**src/rtl/tsel_pkg.sv**
```systemverilog
package tsel_pkg;

    // Width of the tone code; row and column share it equally.
    localparam int CODE_W = 4;

    // Hold-state machine encoding.
    typedef enum logic [1:0] {
        ST_WAIT    = 2'd0,
        ST_UP_HELD = 2'd1,
        ST_DN_HELD = 2'd2
    } step_state_e;

endpackage

```
**src/rtl/btn_sync.sv**
```systemverilog
module btn_sync #(
    parameter int N      = 2,
    parameter int STAGES = 2
) (
    input  logic         clk,
    input  logic         rst,
    input  logic [N-1:0] raw_i,
    output logic [N-1:0] sync_o
);

    localparam int LAST = STAGES - 1;

    for (genvar b = 0; b < N; b++) begin : g_bit
        logic [STAGES-1:0] chain_q;

        always_ff @(posedge clk) begin
            if (rst) begin
                chain_q <= '0;
            end else begin
                chain_q <= {chain_q[STAGES-2:0], raw_i[b]};
            end
        end

        assign sync_o[b] = chain_q[LAST];
    end

    // a captured level reaches the machine two edges later.
    p_sync_delay_r8: assert property (@(posedge clk) disable iff (rst)
        (!$past(rst) && !$past(rst, 2)) |-> (sync_o == $past(raw_i, 2)));

endmodule

```
**src/rtl/step_fsm.sv**
```systemverilog
module step_fsm
    import tsel_pkg::*;
#(
    parameter int W = CODE_W
) (
    input  logic         clk,
    input  logic         rst,
    input  logic         smp_i,
    input  logic         up_i,
    input  logic         dn_i,
    output logic [W-1:0] code_o
);

    localparam logic [W-1:0] ONE = W'(1);

    step_state_e  st_q, st_d;
    logic [W-1:0] code_q, code_d;

    // State and code register.
    always_ff @(posedge clk) begin
        if (rst) begin
            st_q   <= ST_WAIT;
            code_q <= '0;
        end else begin
            st_q   <= st_d;
            code_q <= code_d;
        end
    end

    // Transitions, taken only on a sample cycle.
    always_comb begin
        st_d   = st_q;
        code_d = code_q;
        if (smp_i) begin
            unique case (st_q)
                ST_WAIT: begin
                    if (up_i) begin
                        st_d   = ST_UP_HELD;
                        code_d = code_q + ONE;
                    end else if (dn_i) begin
                        st_d   = ST_DN_HELD;
                        code_d = code_q - ONE;
                    end
                end
                ST_UP_HELD: begin
                    if (!up_i) st_d = ST_WAIT;
                end
                ST_DN_HELD: begin
                    if (!dn_i) st_d = ST_WAIT;
                end
                default: st_d = ST_WAIT;
            endcase
        end
    end

    assign code_o = code_q;

    p_step_up_r2: assert property (@(posedge clk) disable iff (rst)
        (st_q == ST_WAIT && smp_i && up_i) |=> (code_q == W'($past(code_q) + ONE)));

    p_step_dn_r3: assert property (@(posedge clk) disable iff (rst)
        (st_q == ST_WAIT && smp_i && !up_i && dn_i) |=> (code_q == W'($past(code_q) - ONE)));

    p_left_wins_r4: assert property (@(posedge clk) disable iff (rst)
        (st_q == ST_WAIT && smp_i && up_i && dn_i) |=> (st_q == ST_UP_HELD));

    p_hold_stable_r5: assert property (@(posedge clk) disable iff (rst)
        (st_q != ST_WAIT) |=> $stable(code_q));

    p_up_held_r6: assert property (@(posedge clk) disable iff (rst)
        (st_q == ST_UP_HELD && up_i) |=> (st_q == ST_UP_HELD));

    p_dn_held_r6: assert property (@(posedge clk) disable iff (rst)
        (st_q == ST_DN_HELD && dn_i) |=> (st_q == ST_DN_HELD));

    p_idle_sample_r7: assert property (@(posedge clk) disable iff (rst)
        !smp_i |=> ($stable(code_q) && $stable(st_q)));

    p_after_reset_r1: assert property (@(posedge clk)
        $past(rst) |-> (code_q == '0 && st_q == ST_WAIT));

endmodule

```
**src/rtl/code_split.sv**
```systemverilog
module code_split #(
    parameter int W     = 4,
    parameter int COL_W = 2
) (
    input  logic [W-1:0]       code_i,
    output logic [W-COL_W-1:0] row_o,
    output logic [COL_W-1:0]   col_o
);

    assign row_o = code_i[W-1:COL_W];
    assign col_o = code_i[COL_W-1:0];

endmodule

```
**src/rtl/tone_code_selector.sv**
```systemverilog
module tone_code_selector
    import tsel_pkg::*;
#(
    parameter int SYNC_STAGES = 2
) (
    input  logic       clk,
    input  logic       rst,
    input  logic       sample_en,
    input  logic       btn_left,
    input  logic       btn_right,
    output logic [1:0] row_sel,
    output logic [1:0] col_sel
);

    localparam int COL_W = CODE_W / 2;

    logic [1:0]        btn_s;
    logic [CODE_W-1:0] code;

    btn_sync #(.N(2), .STAGES(SYNC_STAGES)) u_sync (
        .clk    (clk),
        .rst    (rst),
        .raw_i  ({btn_right, btn_left}),
        .sync_o (btn_s)
    );

    step_fsm #(.W(CODE_W)) u_fsm (
        .clk    (clk),
        .rst    (rst),
        .smp_i  (sample_en),
        .up_i   (btn_s[0]),
        .dn_i   (btn_s[1]),
        .code_o (code)
    );

    code_split #(.W(CODE_W), .COL_W(COL_W)) u_split (
        .code_i (code),
        .row_o  (row_sel),
        .col_o  (col_sel)
    );

endmodule

```
**config.mk**
```make
export PLATFORM = sky130hd
export DESIGN_NAME = tone_code_selector
export DESIGN_NICKNAME = d
export VERILOG_FILES = /design/src/rtl/tsel_pkg.sv /design/src/rtl/btn_sync.sv /design/src/rtl/step_fsm.sv /design/src/rtl/code_split.sv /design/src/rtl/tone_code_selector.sv
export SDC_FILE = /design/constraint.sdc
export NUM_CORES = 1
export LEC_CHECK = 0
export ABC_AREA = 1
export BUFFER_PORTS_ARGS = -buffer_cell sky130_fd_sc_hd__buf_4
export CAP_MARGIN = 20
export CORE_AREA = 2 2 57 43
export DETAILED_ROUTE_END_ITERATION = 16
export DIE_AREA = 0 0 59 45
export PLACE_DENSITY = 0.41
export SLEW_MARGIN = 15
export SYNTH_ARGS = -nofsm -noshare
export SYNTH_HDL_FRONTEND = slang
export SYNTH_SLANG_ARGS = --single-unit
```
**constraint.sdc**
```tcl
create_clock -name clk -period 2.39 [get_ports clk]
set_input_delay 0.239 -clock clk [delete_from_list [all_inputs] [get_ports clk]]
set_output_delay 0.239 -clock clk [all_outputs]
set_load 0.05 [all_outputs]
```
==> impl_metrics.env, run 1 <==
export IMPL_ios=9
export IMPL_dp_cells=100
export IMPL_grt_max_degree=11
export IMPL_synth_ff_type="dfxtp_1"
export IMPL_num_vias=414
export IMPL_wire_per_inst_um=8.788
export IMPL_yosysMostFrequentCell="nand2_1"
export IMPL_worstPathRequired_ns=2.56
export IMPL_place_ws_ns=0.9223
export IMPL_grt_antenna_before_repair=0
export IMPL_overflow=0
export IMPL_synth_compound_area_share_pct=7.617
export IMPL_worst_pin_slew_ns=0.1962
export IMPL_ys_warn_count=0
export IMPL_postCtsSetupBuffers=0
export IMPL_die_y_um=45
export IMPL_dr_pass1_iters=4
export IMPL_numCtsBuffers=3
export IMPL_min_path_cells=3
export IMPL_synth_top_family_by_area="simple AND/OR/NAND/NOR gates"
export IMPL_synth_top_area_share_pct=39.31
export IMPL_dp_hpwl_um=683.4
export IMPL_p_comb_share_pct=17.4
export IMPL_track_usage_pct=8.557
export IMPL_async_flop_share_pct=0
export IMPL_max_freq_mhz=678.9
export IMPL_syn_to_final_growth_pct=23.34
export IMPL_setup_ws_ns=0.9171
export IMPL_grt_pass1_wl_um=1559
export IMPL_path_clk_slew_ns=0.07
export IMPL_clock_sinks=10
export IMPL_core_area_um2=2067
export IMPL_postRouteAntennaNets=0
export IMPL_crit_arrival_ns=1.64
export IMPL_leakage_nw=0.2848
export IMPL_critPathLaunchType="register"
export IMPL_start_util_pct=24.64
export IMPL_period_share_pct=61.63
export IMPL_diodes=0
export IMPL_syn_nets=77
export IMPL_port_buffers=8
export IMPL_cp_max_fo=6
export IMPL_irDropWorstVdd_mv=0.3380
export IMPL_clock_skew_ns=0.0006555
export IMPL_synthDistinctLibCells=15
export IMPL_synthAdderAreaFrac_pct=8.845
export IMPL_synthSimpleGateAreaFrac_pct=32.19
export IMPL_synth_top_area_cell="dfxtp_1"
export IMPL_cap_violations=0
export IMPL_final_cells=104
export IMPL_drive_above_1_share_pct=25.00
export IMPL_synthCells=69
export IMPL_root_buffer="clkbuf_4"
export IMPL_ys_ff_latch=10
export IMPL_report_final_slew_viol_count=0
export IMPL_tritoncts="built"
export IMPL_die_w_um=59
export IMPL_power_mw=0.4065
export IMPL_ys_seq_area_share_pct=39.31
export IMPL_cts_resized=0
export IMPL_clkPwrFrac_pct=37.8
export IMPL_rsz0062_at_grt="false"
export IMPL_setup_viol=0
export IMPL_reg2reg_depth=7
export IMPL_synth_area_per_cell_um2=7.380
export IMPL_end_kind="register"
export IMPL_first_global_vias=368
export IMPL_synth_xor_area_share_pct=1.720
export IMPL_drc_errors=0
export IMPL_layout_min_cycle_time_ns=1.473
export IMPL_clk_latency_ns=0.26
export IMPL_switchingPower_mw=0.1124
export IMPL_swShare_pct=27.65
export IMPL_status="finished, final reports clean"
export IMPL_critical_path_class="reg -> reg"
export IMPL_hold_violations=0
export IMPL_cts_hold_buf=0
export IMPL_hold_path_class="in -> reg"
export IMPL_h_tree_depth=1
export IMPL_power_density_nw_per_um2=647.2
export IMPL_dr_first_iter_drc_count=11
export IMPL_synthTopCellsByArea="dfxtp_1 39%, nand2_1 13%, inv_1 8.8%"
export IMPL_drt_total_wl_um=914
export IMPL_synth_edf_count=0
export IMPL_routabilityCongestion=0.7135
export IMPL_die_area_um2=2655
export IMPL_syn_area_um2=509.2
export IMPL_power_frac_seq_pct=44.8
export IMPL_muxShareOfSynthArea_pct=0
export IMPL_synthTopCellsByCount="17 x nand2_1, 12 x inv_1, 10 x dfxtp_1"
export IMPL_relSlewSlack_pct=86.90
export IMPL_fp_row_count=14
export IMPL_layout_nets=89
export IMPL_vias_per_cell=3.981
export IMPL_fin_tns_setup_ns=0
export IMPL_cts_path_max_buffers=2
export IMPL_p_int_mw=0.2941
## power groups by stage
stage                     clock network, mW  logic, mW  registers, mW
after global placement                    0     0.0718          0.186
after global routing                  0.171     0.0797          0.184
after CTS                             0.161     0.0713          0.182
after floorplan                           0     0.0396          0.199
after detailed placement                  0     0.0709          0.186
final                                 0.154     0.0706          0.182
## layout by cell type, fill, tap and decap left out
cell type	netlist	routed
nor2_1	7	7
buf_4	1	8
clkbuf_8	0	1
nor2_4	2	2
or2_2	1	1
xor2_1	1	1
fa_1	1	1
a21oi_1	6	6
nand2_2	2	2
nand3_1	4	4
nand2_1	17	17
nor2_2	2	2
clkbuf_4	0	3
a21oi_2	1	1
dfxtp_1	10	10
inv_1	12	12
ha_1	2	2
## state kept, by name, summed over array words and instances (netlist names)
signal / cells
u_sync.g_bit.chain_q: 4
u_fsm.st_q: 2
u_fsm.code_o: 4
## through the flow
stage / instance area (um2) / hold WS, ns / utilization, %
CTS: 628.1 / 0.1576 / 30.39
detailed placement: 591.8 / 0.3969 / 28.63
floorplan: 509.2 / 0.3460 / -
finish: 628.1 / 0.1675 / 30.39
global placement: 591.8 / 0.3953 / 28.63
global route: 628.1 / 0.1833 / 30.39
## area by class of cell
cell class              instances  area [um2]
clock buffers                   4       36.28
fillers                       226        1439
repair buffers                  8       60.06
flip-flops and latches         10       200.2
multi-input cells              46       256.5
well taps                      24       30.03
inverters                      12       45.04
## layer usage
| metal | global-route usage [%] | wire [um] | up-vias |
|---|---|---|---|
| met1 | 10.56 | 494 | 173 |
| met3 | 6.590 | 67 | 2 |
| met2 | 11.33 | 345 | 10 |
| met4 | 2.727 | 7 | 0 |
| li1 | - | - | 229 |
| met5 | 0 | 0 | - |
## critical path, stage by stage (launching register included)
cell	delay (ns)
dfxtp_1	0.39
inv_1	0.14
ha_1	0.32
or2_2	0.29
nand3_1	0.08
nand3_1	0.07
nand2_1	0.06
inv_1	0.03
## worst paths after layout
check        slack (ns)                                   from                                     to
min                0.17                               btn_left  u_sync.g_bit[0].chain_q[0]$_SDFF_PP0_
max reg2reg        0.92  u_sync.g_bit[0].chain_q[1]$_SDFF_PP0_           u_fsm.code_o[3]$_SDFFE_PP0P_
max                0.92  u_sync.g_bit[0].chain_q[1]$_SDFF_PP0_           u_fsm.code_o[3]$_SDFFE_PP0P_
min reg2reg        0.40  u_sync.g_bit[0].chain_q[0]$_SDFF_PP0_  u_sync.g_bit[0].chain_q[1]$_SDFF_PP0_
## logic make-up after synthesis
logic type                 Yosys count
xor gates and xnor gates             1
and+or+nand+nor                     35
DFF                                 10
adders and majority gates            3
AOI/OAI and AO/OA                    7
buffers and inverters               13
Note: power is estimated with default switching activity, not from simulation.
==> run 2: changes to the inputs <==
--- a/config.mk
+++ b/config.mk
@@ -11,7 +11,7 @@
 export CORE_AREA = 2 2 57 43
 export DETAILED_ROUTE_END_ITERATION = 16
 export DIE_AREA = 0 0 59 45
-export PLACE_DENSITY = 0.41
+export PLACE_DENSITY = 0.43
 export SLEW_MARGIN = 15
 export SYNTH_ARGS = -nofsm -noshare
 export SYNTH_HDL_FRONTEND = slang
==> constraint.sdc (replaced) <==
create_clock -name clk -period 1.3 [get_ports clk]
set_input_delay 0.13 -clock clk [delete_from_list [all_inputs] [get_ports clk]]
set_output_delay 0.13 -clock clk [all_outputs]
set_load 0.05 [all_outputs]
==> run 2 against run 1 <==
Compared with the run above:
- highest routed layer is now met3
- via count is 5.1% higher
- register-to-register slack worse by 0.88 ns
- final area is 13% higher
- non-clock buffer count is 6 higher
- hold slack worse by 0.10 ns
==> impl_metrics.env, run 2 (synthesized netlist as in run 1, its figures left out) <==
export IMPL_status="finished, final reports clean"
export IMPL_tritoncts="built"
export IMPL_slowest_stage="dfxtp_2"
export IMPL_cts_hold_buf=0
export IMPL_layout_commonest_cell="nand2_1"
export IMPL_irDropWorstVdd_mv=0.5089
export IMPL_grt_max_degree=11
export IMPL_worst_pin_slew_ns=0.1799
export IMPL_die_y_um=45
export IMPL_hold_path_class="in -> reg"
export IMPL_drive_above_1_share_pct=40.70
export IMPL_rsz0062_at_grt="true"
export IMPL_numCtsBuffers=3
export IMPL_root_buffer="clkbuf_4"
export IMPL_fp_row_count=14
export IMPL_final_area_um2=709.4
export IMPL_port_buffers=8
export IMPL_vias_per_cell=3.955
export IMPL_fillCellCount=233
export IMPL_cts_path_max_buffers=2
export IMPL_period_share_pct=97.05
export IMPL_clock_skew_ns=0.005526
export IMPL_setup_ws_ns=0.03841
export IMPL_die_area_um2=2655
export IMPL_report_final_slew_viol_count=0
export IMPL_layout_min_cycle_time_ns=1.262
export IMPL_routabilityCongestion=0.6860
export IMPL_drt_total_wl_um=1034
export IMPL_dp_hpwl_um=749
export IMPL_num_vias=435
export IMPL_critical_path_class="reg -> reg"
export IMPL_worstPathRequired_ns=1.48
export IMPL_max_freq_mhz=792.7
export IMPL_fin_tns_setup_ns=0
export IMPL_die_w_um=59
export IMPL_worstPathCellList="inv_4, ha_1, or2_4, nand3_1, nand3_2, nand2_1, inv_1"
export IMPL_end_kind="register"
export IMPL_clk_latency_ns=0.27
export IMPL_place_ws_ns=-0.03679
export IMPL_critPathLaunchType="register"
export IMPL_multiInputGateArea_um2=281.5
export IMPL_core_area_um2=2067
export IMPL_dr_first_iter_drc_count=4
export IMPL_layout_common_cells="15 x nand2_1, 13 x buf_4, 11 x inv_1, 7 x nor2_1"
export IMPL_dr_pass1_iters=4
export IMPL_first_global_vias=377
export IMPL_overflow=0
export IMPL_h_tree_depth=1
export IMPL_layout_nets=95
export IMPL_diodes=0
export IMPL_leakage_nw=0.3185
export IMPL_drc_errors=0
export IMPL_relSlewSlack_pct=88.00
export IMPL_setup_viol=0
export IMPL_postRouteAntennaNets=0
export IMPL_crit_arrival_ns=1.44
export IMPL_grt_pass1_wl_um=1573
export IMPL_syn_to_final_growth_pct=39.31
export IMPL_cp_max_fo=4
export IMPL_power_density_nw_per_um2=1101
export IMPL_hold_violations=0
export IMPL_place_area_um2=625.6
export IMPL_clock_sinks=10
export IMPL_ios=9
export IMPL_wire_per_inst_um=9.400
export IMPL_critPathMaxStageDelay_ns=0.35
export IMPL_grt_antenna_before_repair=0
export IMPL_cap_violations=0
export IMPL_seqCellArea_um2=205.2
export IMPL_start_util_pct=24.64
export IMPL_worst_hold_slack_ns=0.06325
export IMPL_track_usage_pct=8.634
export IMPL_path_clk_slew_ns=0.07
==> run 2: path summary, 6_finish.rpt <==
check,depth (start not counted),slack [ns],startpoint,endpoint
min reg2reg,2,0.40,u_sync.g_bit[0].chain_q[0]$_SDFF_PP0_,u_sync.g_bit[0].chain_q[1]$_SDFF_PP0_
max,7,0.04,u_sync.g_bit[0].chain_q[1]$_SDFF_PP0_,u_fsm.code_o[3]$_SDFFE_PP0P_
max reg2reg,7,0.04,u_sync.g_bit[0].chain_q[1]$_SDFF_PP0_,u_fsm.code_o[3]$_SDFFE_PP0P_
min,3,0.06,btn_left,u_sync.g_bit[0].chain_q[0]$_SDFF_PP0_
==> run 2: what timing repair did <==
item,4_1_cts,5_1_grt
pin swaps,0,5
gates resized for setup,3,6
setup buffers,0,2
endpoints found under the setup margin,1,1
==> run 2: cell type report <==
class	instances	share of cell area (%)
Sequential cell	10	28.92
Multi-Input combinational cell	46	39.68
Tap cell	24	4.233
Timing Repair Buffer	14	15.34
Clock buffer	4	5.115
Inverter	12	6.702
==> run 2: power breakdown <==
part	internal, mW	total, mW	switching, mW
clock network	0.170	0.288	0.118
logic	0.0662	0.156	0.0896
registers	0.323	0.337	0.0143
total	0.559	0.781	0.222
==> run 2: layer usage <==
| metal | global-route usage, % | up-vias | wire length (um) |
|---|---|---|---|
| li1 | - | 241 | - |
| met1 | 9.735 | 182 | 490 |
| met2 | 13.11 | 12 | 459 |
| met3 | 6.017 | 0 | 84 |
| met4 | 2.727 | 0 | 0 |
| met5 | 0 | - | 0 |
==> run 2: critical path, delay by kind of cell (launching register included) <==
kind	cells	cell delay [ns]
and+or+nand+nor	4	0.46
DFF	1	0.35
adders and majority gates	1	0.28
buffers and inverters	2	0.08
==> run 2: metrics by stage <==
stage	power [mW]	utilization [%]	std cells
3_3_place_gp	0.4834	30.27	104
3_5_place_dp	0.4842	30.27	104
5_1_grt	0.8265	34.32	110
2_1_floorplan	0.4398	-	69
4_1_cts	0.7823	32.20	108
6_report	0.7809	34.32	110
